## config.mk

```make
export PLATFORM = sky130hd
export DESIGN_NAME = vcb_input_port
export DESIGN_NICKNAME = d
export VERILOG_FILES = /design/src/rtl/vcb_pkg.sv /design/src/rtl/vcb_fifo.sv /design/src/rtl/vcb_route_hold.sv /design/src/rtl/vcb_credit_ctr.sv /design/src/rtl/vcb_input_port.sv
export SDC_FILE = /design/constraint.sdc
export NUM_CORES = 1
export LEC_CHECK = 0
export ABC_CLOCK_PERIOD_IN_PS = 3000
export BUFFER_PORTS_ARGS = -buffer_cell sky130_fd_sc_hd__buf_2
export CORE_ASPECT_RATIO = 0.75
export CORE_MARGIN = 1.5
export CORE_UTILIZATION = 30
export DETAILED_ROUTE_END_ITERATION = 16
export HOLD_SLACK_MARGIN = 0.12
export PLACE_DENSITY_LB_ADDON = 0.12
export SKIP_CTS_REPAIR_TIMING = 1
export SLEW_MARGIN = 20
export SYNTH_ARGS = -nofsm -noshare
export SYNTH_HDL_FRONTEND = slang
export SYNTH_SLANG_ARGS = --single-unit
```

## constraint.sdc

```tcl
create_clock -name clk -period 3 [get_ports clk]
set_clock_uncertainty 0.1 [all_clocks]
set_input_delay 0 -clock clk [delete_from_list [all_inputs] [get_ports clk]]
set_output_delay 0 -clock clk [all_outputs]
set_load 0.05 [all_outputs]
```

## src/rtl/vcb_pkg.sv

```systemverilog
package vcb_pkg;
   typedef enum logic [1:0] {
      FLIT_BODY = 2'b00,
      FLIT_HEAD = 2'b01,
      FLIT_TAIL = 2'b10,
      FLIT_SOLO = 2'b11
   } flit_kind_e;

   // A flit that starts a packet (head or single) carries the route.
   function automatic logic kind_opens(input logic [1:0] kind);
      return kind[0];
   endfunction
endpackage

```

## src/rtl/vcb_fifo.sv

```systemverilog
module vcb_fifo #(
   parameter int DEPTH = 4,
   parameter int WIDTH = 18,
   localparam int PTR_W = (DEPTH > 1) ? $clog2(DEPTH) : 1,
   localparam int CNT_W = $clog2(DEPTH + 1)
) (
   input  logic             clk,
   input  logic             rst_n,
   input  logic             push,
   input  logic [WIDTH-1:0] wdata,
   input  logic             pop,
   output logic             full,
   output logic             nonempty,
   output logic             dropped,
   output logic [WIDTH-1:0] rdata
);
   logic [WIDTH-1:0] mem [DEPTH];
   logic [PTR_W-1:0] wr_ptr, rd_ptr;
   logic [CNT_W-1:0] count;
   logic             push_ok, pop_ok;

   if (DEPTH < 2) begin : g_depth_chk
      $error("vcb_fifo: DEPTH must be at least 2");
   end

   assign full     = (count == CNT_W'(DEPTH));
   assign nonempty = (count != '0);
   assign push_ok  = push && !full;
   assign pop_ok   = pop && nonempty;
   assign dropped  = push && full;
   assign rdata    = mem[rd_ptr];

   function automatic logic [PTR_W-1:0] bump(input logic [PTR_W-1:0] p);
      return (p == PTR_W'(DEPTH - 1)) ? '0 : p + PTR_W'(1);
   endfunction

   always_ff @(posedge clk) begin
      if (push_ok) mem[wr_ptr] <= wdata;
   end

   always_ff @(posedge clk) begin
      if (!rst_n) begin
         wr_ptr <= '0;
         rd_ptr <= '0;
         count  <= '0;
      end else begin
         if (push_ok) wr_ptr <= bump(wr_ptr);
         if (pop_ok)  rd_ptr <= bump(rd_ptr);
         case ({push_ok, pop_ok})
            2'b10:   count <= count + CNT_W'(1);
            2'b01:   count <= count - CNT_W'(1);
            default: count <= count;
         endcase
      end
   end

   a_r3_no_overflow: assert property (@(posedge clk) disable iff (!rst_n)
      count <= CNT_W'(DEPTH));
   a_r10_push_pop_keeps_level: assert property (@(posedge clk) disable iff (!rst_n)
      (push_ok && pop_ok) |=> (count == $past(count)));
   a_r6_drop_keeps_level: assert property (@(posedge clk) disable iff (!rst_n)
      (dropped && !pop) |=> (count == $past(count)));
endmodule

```

## src/rtl/vcb_route_hold.sv

```systemverilog
module vcb_route_hold
   import vcb_pkg::*;
#(
   parameter int PORT_W = 3
) (
   input  logic              clk,
   input  logic              rst_n,
   input  logic              front_valid,
   input  logic [1:0]        front_kind,
   input  logic [PORT_W-1:0] front_port,
   input  logic              pop,
   output logic [PORT_W-1:0] port_o
);
   logic [PORT_W-1:0] route_q;
   logic              front_opens;
   logic              latch_en;

   assign front_opens = front_valid && kind_opens(front_kind);
   assign latch_en    = pop && front_opens;
   assign port_o      = front_opens ? front_port : route_q;

   always_ff @(posedge clk) begin
      if (!rst_n)        route_q <= '0;
      else if (latch_en) route_q <= front_port;
   end

   a_r7_route_held: assert property (@(posedge clk) disable iff (!rst_n)
      !(pop && front_opens) |=> $stable(route_q));
endmodule

```

## src/rtl/vcb_credit_ctr.sv

```systemverilog
module vcb_credit_ctr #(
   parameter int DEPTH = 4,
   localparam int CNT_W = $clog2(DEPTH + 1)
) (
   input  logic             clk,
   input  logic             rst_n,
   input  logic             take,
   input  logic             give,
   output logic [CNT_W-1:0] count,
   output logic             nonzero
);
   logic take_eff, give_eff;

   assign nonzero  = (count != '0);
   assign take_eff = take && nonzero;
   assign give_eff = give && ((count != CNT_W'(DEPTH)) || take_eff);

   always_ff @(posedge clk) begin
      if (!rst_n) count <= CNT_W'(DEPTH);
      else begin
         case ({take_eff, give_eff})
            2'b10:   count <= count - CNT_W'(1);
            2'b01:   count <= count + CNT_W'(1);
            default: count <= count;
         endcase
      end
   end

   a_r8_ceiling: assert property (@(posedge clk) disable iff (!rst_n)
      count <= CNT_W'(DEPTH));
   a_r9_zero_floor: assert property (@(posedge clk) disable iff (!rst_n)
      (count == '0 && !give) |=> (count == '0));
   a_r8_send_and_return: assert property (@(posedge clk) disable iff (!rst_n)
      (take && give && count != '0) |=> $stable(count));
endmodule

```

## src/rtl/vcb_input_port.sv

```systemverilog
module vcb_input_port
   import vcb_pkg::*;
#(
   parameter int NUM_VC = 4,
   parameter int DEPTH  = 4,
   parameter int DATA_W = 16,
   parameter int PORT_W = 3,
   localparam int VC_W  = (NUM_VC > 1) ? $clog2(NUM_VC) : 1,
   localparam int CNT_W = $clog2(DEPTH + 1),
   localparam int ENT_W = DATA_W + 2
) (
   input  logic                     clk,
   input  logic                     rst_n,
   input  logic                     in_valid,
   input  logic [VC_W-1:0]          in_vc,
   input  logic [1:0]               in_kind,
   input  logic [DATA_W-1:0]        in_data,
   output logic [NUM_VC-1:0]        head_valid,
   output logic [2*NUM_VC-1:0]      head_kind,
   output logic [DATA_W*NUM_VC-1:0] head_data,
   output logic [PORT_W*NUM_VC-1:0] head_port,
   input  logic                     deq_valid,
   input  logic [VC_W-1:0]          deq_vc,
   output logic                     crd_valid,
   output logic [VC_W-1:0]          crd_vc,
   output logic                     wr_err,
   input  logic                     tx_valid,
   input  logic [VC_W-1:0]          tx_vc,
   input  logic                     rx_crd_valid,
   input  logic [VC_W-1:0]          rx_crd_vc,
   output logic [CNT_W*NUM_VC-1:0]  tx_credit,
   output logic [NUM_VC-1:0]        tx_can_send
);
   if (NUM_VC < 2) begin : g_vc_chk
      $error("vcb_input_port: NUM_VC must be at least 2");
   end
   if (PORT_W > DATA_W) begin : g_port_chk
      $error("vcb_input_port: PORT_W must not exceed DATA_W");
   end

   logic [NUM_VC-1:0] push_v, pop_v, drop_v, ret_v;
   logic              wr_err_q;

   for (genvar v = 0; v < NUM_VC; v++) begin : g_vc
      logic [ENT_W-1:0] front;
      logic             full_w;

      assign push_v[v] = in_valid  && (in_vc  == VC_W'(v));
      assign pop_v[v]  = deq_valid && (deq_vc == VC_W'(v));
      assign ret_v[v]  = pop_v[v] && head_valid[v];

      vcb_fifo #(.DEPTH(DEPTH), .WIDTH(ENT_W)) u_fifo (
         .clk      (clk),
         .rst_n    (rst_n),
         .push     (push_v[v]),
         .wdata    ({in_kind, in_data}),
         .pop      (pop_v[v]),
         .full     (full_w),
         .nonempty (head_valid[v]),
         .dropped  (drop_v[v]),
         .rdata    (front)
      );

      assign head_kind[2*v +: 2]         = front[ENT_W-1 -: 2];
      assign head_data[DATA_W*v +: DATA_W] = front[DATA_W-1:0];

      vcb_route_hold #(.PORT_W(PORT_W)) u_route (
         .clk         (clk),
         .rst_n       (rst_n),
         .front_valid (head_valid[v]),
         .front_kind  (front[ENT_W-1 -: 2]),
         .front_port  (front[PORT_W-1:0]),
         .pop         (pop_v[v]),
         .port_o      (head_port[PORT_W*v +: PORT_W])
      );

      vcb_credit_ctr #(.DEPTH(DEPTH)) u_credit (
         .clk     (clk),
         .rst_n   (rst_n),
         .take    (tx_valid && (tx_vc == VC_W'(v))),
         .give    (rx_crd_valid && (rx_crd_vc == VC_W'(v))),
         .count   (tx_credit[CNT_W*v +: CNT_W]),
         .nonzero (tx_can_send[v])
      );

      a_r4_full_blocks_only_self: assert property (@(posedge clk) disable iff (!rst_n)
         (full_w && !pop_v[v]) |=> head_valid[v]);
   end

   assign crd_valid = |ret_v;
   assign crd_vc    = deq_vc;

   always_ff @(posedge clk) begin
      if (!rst_n) wr_err_q <= 1'b0;
      else        wr_err_q <= |drop_v;
   end
   assign wr_err = wr_err_q;

   a_r6_err_after_write: assert property (@(posedge clk) disable iff (!rst_n)
      wr_err |-> $past(in_valid));
   a_r5_single_credit: assert property (@(posedge clk) disable iff (!rst_n)
      $onehot0(ret_v));
   a_r5_credit_needs_grant: assert property (@(posedge clk) disable iff (!rst_n)
      crd_valid |-> (deq_valid && head_valid != '0));
endmodule

```

==> run metrics, run 1 <==
Fill cells 4,344; most frequent cells in the layout edfxtp_1 (288), buf_2 (139), dfxtp_1 (61); grt ovf 0; CP required 2.90 ns; clock tree buffer depth 3; DRT Pass-1 Iters 4; HP Class input pin to flop; CP Launch Type flop; number of global-route vias before repair 7,415; nets 1,046; routed vias/inst 4.58; synthesized net count 838; CTS H-tree lvls 2; Synth async-reset ratio 0%; clock root buffer clkbuf_16; total negative slack 0 ns; Die Height 190 µm; number of synthesized flops with an enable pin 288; worst rel slew slack 53.0%; internal power 8.27 mW; Starting Density 30.3%; PortBufs 139; Worst EP arrival 2.41 ns; core area 45,900 µm²; TritonCTS clock tree done; CP Max Fanout 17; Net Switching 2.48 mW; initial antenna violation count 0; # clock sinks 349; CP endpoint head_port[1]; Slew @ Worst Pin 0.704 ns; fin area 16,900 µm²; Antenna Nets Post-Route 0; Syn Inst Count 770; Vias 7,347; DIE WIDTH 252 µm; f_max 398 MHz; CTS Buf Count 38; GRT busiest layer met2; # DRC 0; Synth Flop Type edfxtp_1; die area 47,800 µm²; Final Hold Viols 0; most common cell after layout, fill and taps aside edfxtp_1; FF-to-FF path depth 9; Pwr Density 635 nW/µm²; Netlist Area Pre-Place 13,900 µm²; number of synthesized register bits 349; clock power share 42.6%; Cell Area, Placed 15,400 µm²; # Max-Cap Violations 0; r2r endpoint g_vc[2].u_fifo.count[2]$_SDFFE_PN0P_; post-synth cell types 41; # IOs 140; Iter 0 DRT Violations 413; Final Critical Period 2.51 ns; gr usage total 12.8%; reg2reg start g_vc[2].u_fifo.count[2]$_SDFFE_PN0P_; M3 GR Usage 3.20%; RSZ-0062 raised after global routing false; final cell count without fillers 1,604; Clock Latency Late Sink 0.52 ns; final weighted congestion in routability-driven placement 0.702; outcome finished, final reports clean; Reg power frac 49.9%; pin count of the biggest net entering global routing 38; drt total wl 30,800 µm; average cell area after synthesis 18.1 µm²; Net Sw Frac 23.0%; Final Cycle Share 83.8%; met1 usage 18.5%; post-detail-place hpwl 20,400 µm; Worst VDD drop 0.343 mV; leakage 5.82 nW; Max Slew Vio Count 0; sequential-to-total area share from yosys stat 70.8%; Cells after DPL 1,500; setup violators final 0; Worst Path Class, Setup flop to output port; Clock transition at path regs 0.06 ns; reg2reg setup slack 0.50 ns; Area growth syn-to-layout 21.5%; crit end category output port; met2 Track Usage GR 19.5%; post-DR wirelength/cell 19.2 µm; Ys Warns 0; combinational power share 7.5%; first-pass GRT wire length 46,000 µm; share of layout cells above drive strength 1 30.1%; row cnt 68
## power by group through the flow
stage / logic, mW / clock network, mW / registers (mW)
floorplan: 0.481 / 0 / 5.52
global placement: 0.781 / 0 / 5.47
detailed placement: 0.784 / 0 / 5.47
CTS: 0.787 / 4.74 / 5.36
global route: 0.873 / 4.93 / 5.37
finish: 0.804 / 4.58 / 5.36
## critical path: stages (launching register included)
cell     delay (ns)
dfxtp_1        0.37
buf_4          0.34
mux4_1         0.68
mux2_2         0.29
buf_2          0.21
## worst min path at each step
stage	startpoint	end	slack, ns	cells past startpoint
6_report	tx_valid	g_vc[2].u_credit.count[0]$_SDFFE_PN0P_	0.10	7
5_1_grt	rx_crd_vc[0]	g_vc[0].u_credit.count[0]$_SDFFE_PN0P_	0.13	5
4_1_cts	in_vc[1]	g_vc[0].u_fifo.wr_ptr[1]$_SDFFE_PN0P_	-0.23	4
3_5_place_dp	deq_vc[0]	crd_vc[0]	0.25	2
3_3_place_gp	deq_vc[0]	crd_vc[0]	0.25	2
2_1_floorplan	in_data[0]	g_vc[0].u_fifo.mem[0][0]$_DFFE_PP_	-0.001	0
## flip-flops by register name (all words and copies together), names as in the netlist, named ones only
signal,count
g_vc.u_credit.count,12
g_vc.u_fifo.count,12
g_vc.u_fifo.rd_ptr,8
g_vc.u_fifo.wr_ptr,8
wr_err,1
g_vc.u_fifo.mem,288
g_vc.u_route.route_q,12
## cell type report
type	instances	area (µm²)	share of cell area, %
inverters	33	124	0.731
well taps	595	744	4.40
repair buffers	202	1250	7.39
diodes	2	5.00	0.0295
flip-flops and latches	349	9870	58.3
multi-input cells	354	3730	22.0
clock inverters	21	200	1.18
clock buffers	48	1010	5.96
## stage by stage
step	utilization (%)	hold WS, ns	power [mW]	setup WS [ns]
floorplan	-	-0.00113	6.00	0.612
global placement	33.5	0.248	6.25	0.579
detailed placement	33.5	0.252	6.25	0.539
CTS	36.1	-0.228	10.9	0.395
global route	36.9	0.134	11.2	0.315
finish	36.9	0.103	10.8	0.487
## cell usage after synthesis, types with 7 or more instances
cell type | n | area share, %
fa_1 | 8 | 1.1
mux2i_1 | 16 | 1.1
a21oi_1 | 25 | 0.90
o21ai_0 | 24 | 0.86
nor2_1 | 32 | 0.86
nand2_1 | 32 | 0.86
buf_4 | 12 | 0.65
clkbuf_1 | 10 | 0.27
or4_1 | 9 | 0.48
edfxtp_1 | 288 | 62
mux4_2 | 60 | 9.7
nand3b_1 | 9 | 0.48
nand3_1 | 10 | 0.36
dfxtp_1 | 61 | 8.8
or3_1 | 12 | 0.54
mux4_1 | 12 | 2.3
mux2_2 | 12 | 0.97
and2_1 | 16 | 0.72
nor3b_1 | 7 | 0.38
xor2_1 | 16 | 1.0
ha_1 | 28 | 2.5
inv_1 | 32 | 0.86
## routing by layer
metal / vias to the layer above / part of all wire, %
met1: 3748 / 48
met5: - / 0
met2: 138 / 44
met4: 0 / 1.5
met3: 42 / 6.0
li1: 3419 / -
## cell families (layout without fill, tap and decap cells)
family / count (synthesis) / after routing / share of synthesized area (%)
buffers and inverters: 67 / 304 / 2.40
other: 0 / 2 / 0
and+or+nand+nor: 148 / 148 / 6.01
xor gates and xnor gates: 16 / 16 / 1.01
AOI/OAI and AO/OA: 54 / 54 / 2.03
adders and majority gates: 36 / 36 / 3.66
DFF: 349 / 349 / 70.8
muxes: 100 / 100 / 14.1
No activity file was read; power rests on OpenSTA's default activity.
==> run 2, diff against run 1 <==
ABC_CLOCK_PERIOD_IN_PS = 2160   (was 3000)
clock period = 2.16 ns   (was 3 ns; I/O delays follow)
==> run metrics, run 2 (synthesis gave the netlist of run 1 again) <==
Worst VDD drop 0.650 mV (+90%); met2 Track Usage GR 19.5% (unchanged); clock root buffer clkbuf_16; crit end category output port; hold slack 0.0860 ns (-0.0171 ns); worst rel slew slack 35.3% (-18 points); Post-Place Setup Slack -0.00985 ns (-0.548 ns); # Max-Cap Violations 0 (unchanged); fin area 17,900 µm² (+5.7%); M3 GR Usage 3.15% (-0.055 points); Pwr Density 831 nW/µm² (+31%); post-layout util 39.0% (+2.1 points); initial antenna violation count 0 (unchanged); Final Cycle Share 100%; routed vias/inst 4.52 (-1.3%); HP Class input pin to flop; CTS Buf Count 38 (unchanged); # DRC 0 (unchanged); nets 1,104 (+5.5%); max FFs per register 288 (unchanged); Area growth syn-to-layout 28.4%; Clock transition at path regs 0.06 ns (about the same); share of layout cells above drive strength 1 40.4% (+10 points); Die Height 190 µm (unchanged); Pwr Total 14.9 mW (+38%); FF-to-FF path depth 8 (-1); violated checks setup timing; # IOs 140 (unchanged); TritonCTS clock tree done; PortBufs 139 (unchanged); Final WS setup -0.00854 ns (-0.495 ns); Final Critical Period 2.17 ns; Cells after DPL 1,527 (+1.8%); CP Max Fanout 3 (-14); row cnt 68 (unchanged); Seq. cell area 9940 µm² (+0.71%); # diodes 0 (-2); Starting Density 30.3% (unchanged); RSZ-0062 raised after global routing true; met1 usage 18.1% (-0.38 points); setup violators final 3 (+3); CTS H-tree lvls 2 (unchanged); grt ovf 0 (unchanged); GRT busiest layer met2; Worst EP arrival 2.07 ns (-0.34 ns); Iter 0 DRT Violations 394 (-4.6%); post-DR wirelength/cell 18.9 µm (-1.7%); clock tree buffer depth 3 (unchanged); Vias 7,478 (+1.8%); DRT Pass-1 Iters 4 (unchanged); final cell count without fillers 1,654 (+3.1%); total negative slack -0.0172 ns (-0.0172 ns); gr usage total 12.7% (-0.089 points); f_max 461 MHz; Final Hold Viols 0 (unchanged); Hold Crit Start tx_vc[1]; # clock sinks 349 (unchanged); reg2reg start g_vc[0].u_credit.count[2]$_SDFFE_PN1P_; first-pass GRT wire length 45,700 µm (-0.64%); drt total wl 31,200 µm (+1.4%); number of global-route vias before repair 7,401 (-0.19%); Cell Area, Placed 15,700 µm² (+2.2%); DIE WIDTH 252 µm (unchanged); area occupied by multi-input gates 3950 µm² (+5.9%); CP Launch Type flop; die area 47,800 µm² (unchanged); leakage 6.23 nW (+7.0%); Slew @ Worst Pin 0.970 ns (+0.265 ns); Worst Path Class, Setup flop to output port; post-detail-place hpwl 20,600 µm (+1.1%); outcome finished with violations; Antenna Nets Post-Route 0 (unchanged); Biggest register g_vc.u_fifo.mem; core area 45,900 µm² (unchanged); most frequent cells in the layout edfxtp_1 (288), buf_2 (115), buf_4 (75); Clock Latency Late Sink 0.53 ns (about the same); WHS Endpoint g_vc[3].u_credit.count[0]$_SDFFE_PN0P_; r2r endpoint g_vc[0].u_credit.count[2]$_SDFFE_PN1P_; CP required 2.06 ns (-0.84 ns); final weighted congestion in routability-driven placement 0.724 (+3.1%); Max Slew Vio Count 0 (unchanged); most common cell after layout, fill and taps aside edfxtp_1; reg2reg setup slack 0.07 ns (-0.43 ns); pin count of the biggest net entering global routing 38 (unchanged); worst hold path depth 6 (-1); Fill cells 4,277 (-1.5%)
## run 2: layer usage
layer,routed length [µm],vias to the layer above
li1,-,3517
met2,13800,134
met1,15400,3779
met5,0,-
met3,1400,48
met4,543,0
## run 2: worst max path at each step
stage,start,to,slack [ns]
after floorplan,g_vc[0].u_credit.count[0]$_SDFFE_PN0P_,g_vc[0].u_credit.count[2]$_SDFFE_PN1P_,-0.02
after global placement,tx_vc[1],g_vc[0].u_credit.count[2]$_SDFFE_PN1P_,0.04
after detailed placement,deq_vc[1],g_vc[0].u_fifo.count[2]$_SDFFE_PN0P_,-0.01
after CTS,flop,head_port[8],-0.37
after global routing,g_vc[0].u_credit.count[2]$_SDFFE_PN1P_,g_vc[0].u_credit.count[2]$_SDFFE_PN1P_,-0.08
final,flop,head_port[9],-0.009
## run 2: power breakdown
part / internal, mW / total (mW) / switching [mW]
logic: 0.454 / 1.30 / 0.843
clock network: 3.48 / 6.12 / 2.64
registers: 7.38 / 7.45 / 0.0702
## run 2: critical path: stages (launching register included)
cell	delay (ns)
dfxtp_4	0.37
mux4_2	0.57
nand2_4	0.11
mux2_2	0.34
buf_6	0.15
## run 2: final cells by class
| cell class | count | share of cell area (%) |
|---|---|---|
| Multi-Input combinational cell | 354 | 22.1 |
| Inverter | 33 | 0.692 |
| Sequential cell | 349 | 55.5 |
| Clock inverter | 20 | 0.993 |
| Clock buffer | 43 | 5.42 |
| Timing Repair Buffer | 260 | 11.1 |
| Tap cell | 595 | 4.16 |
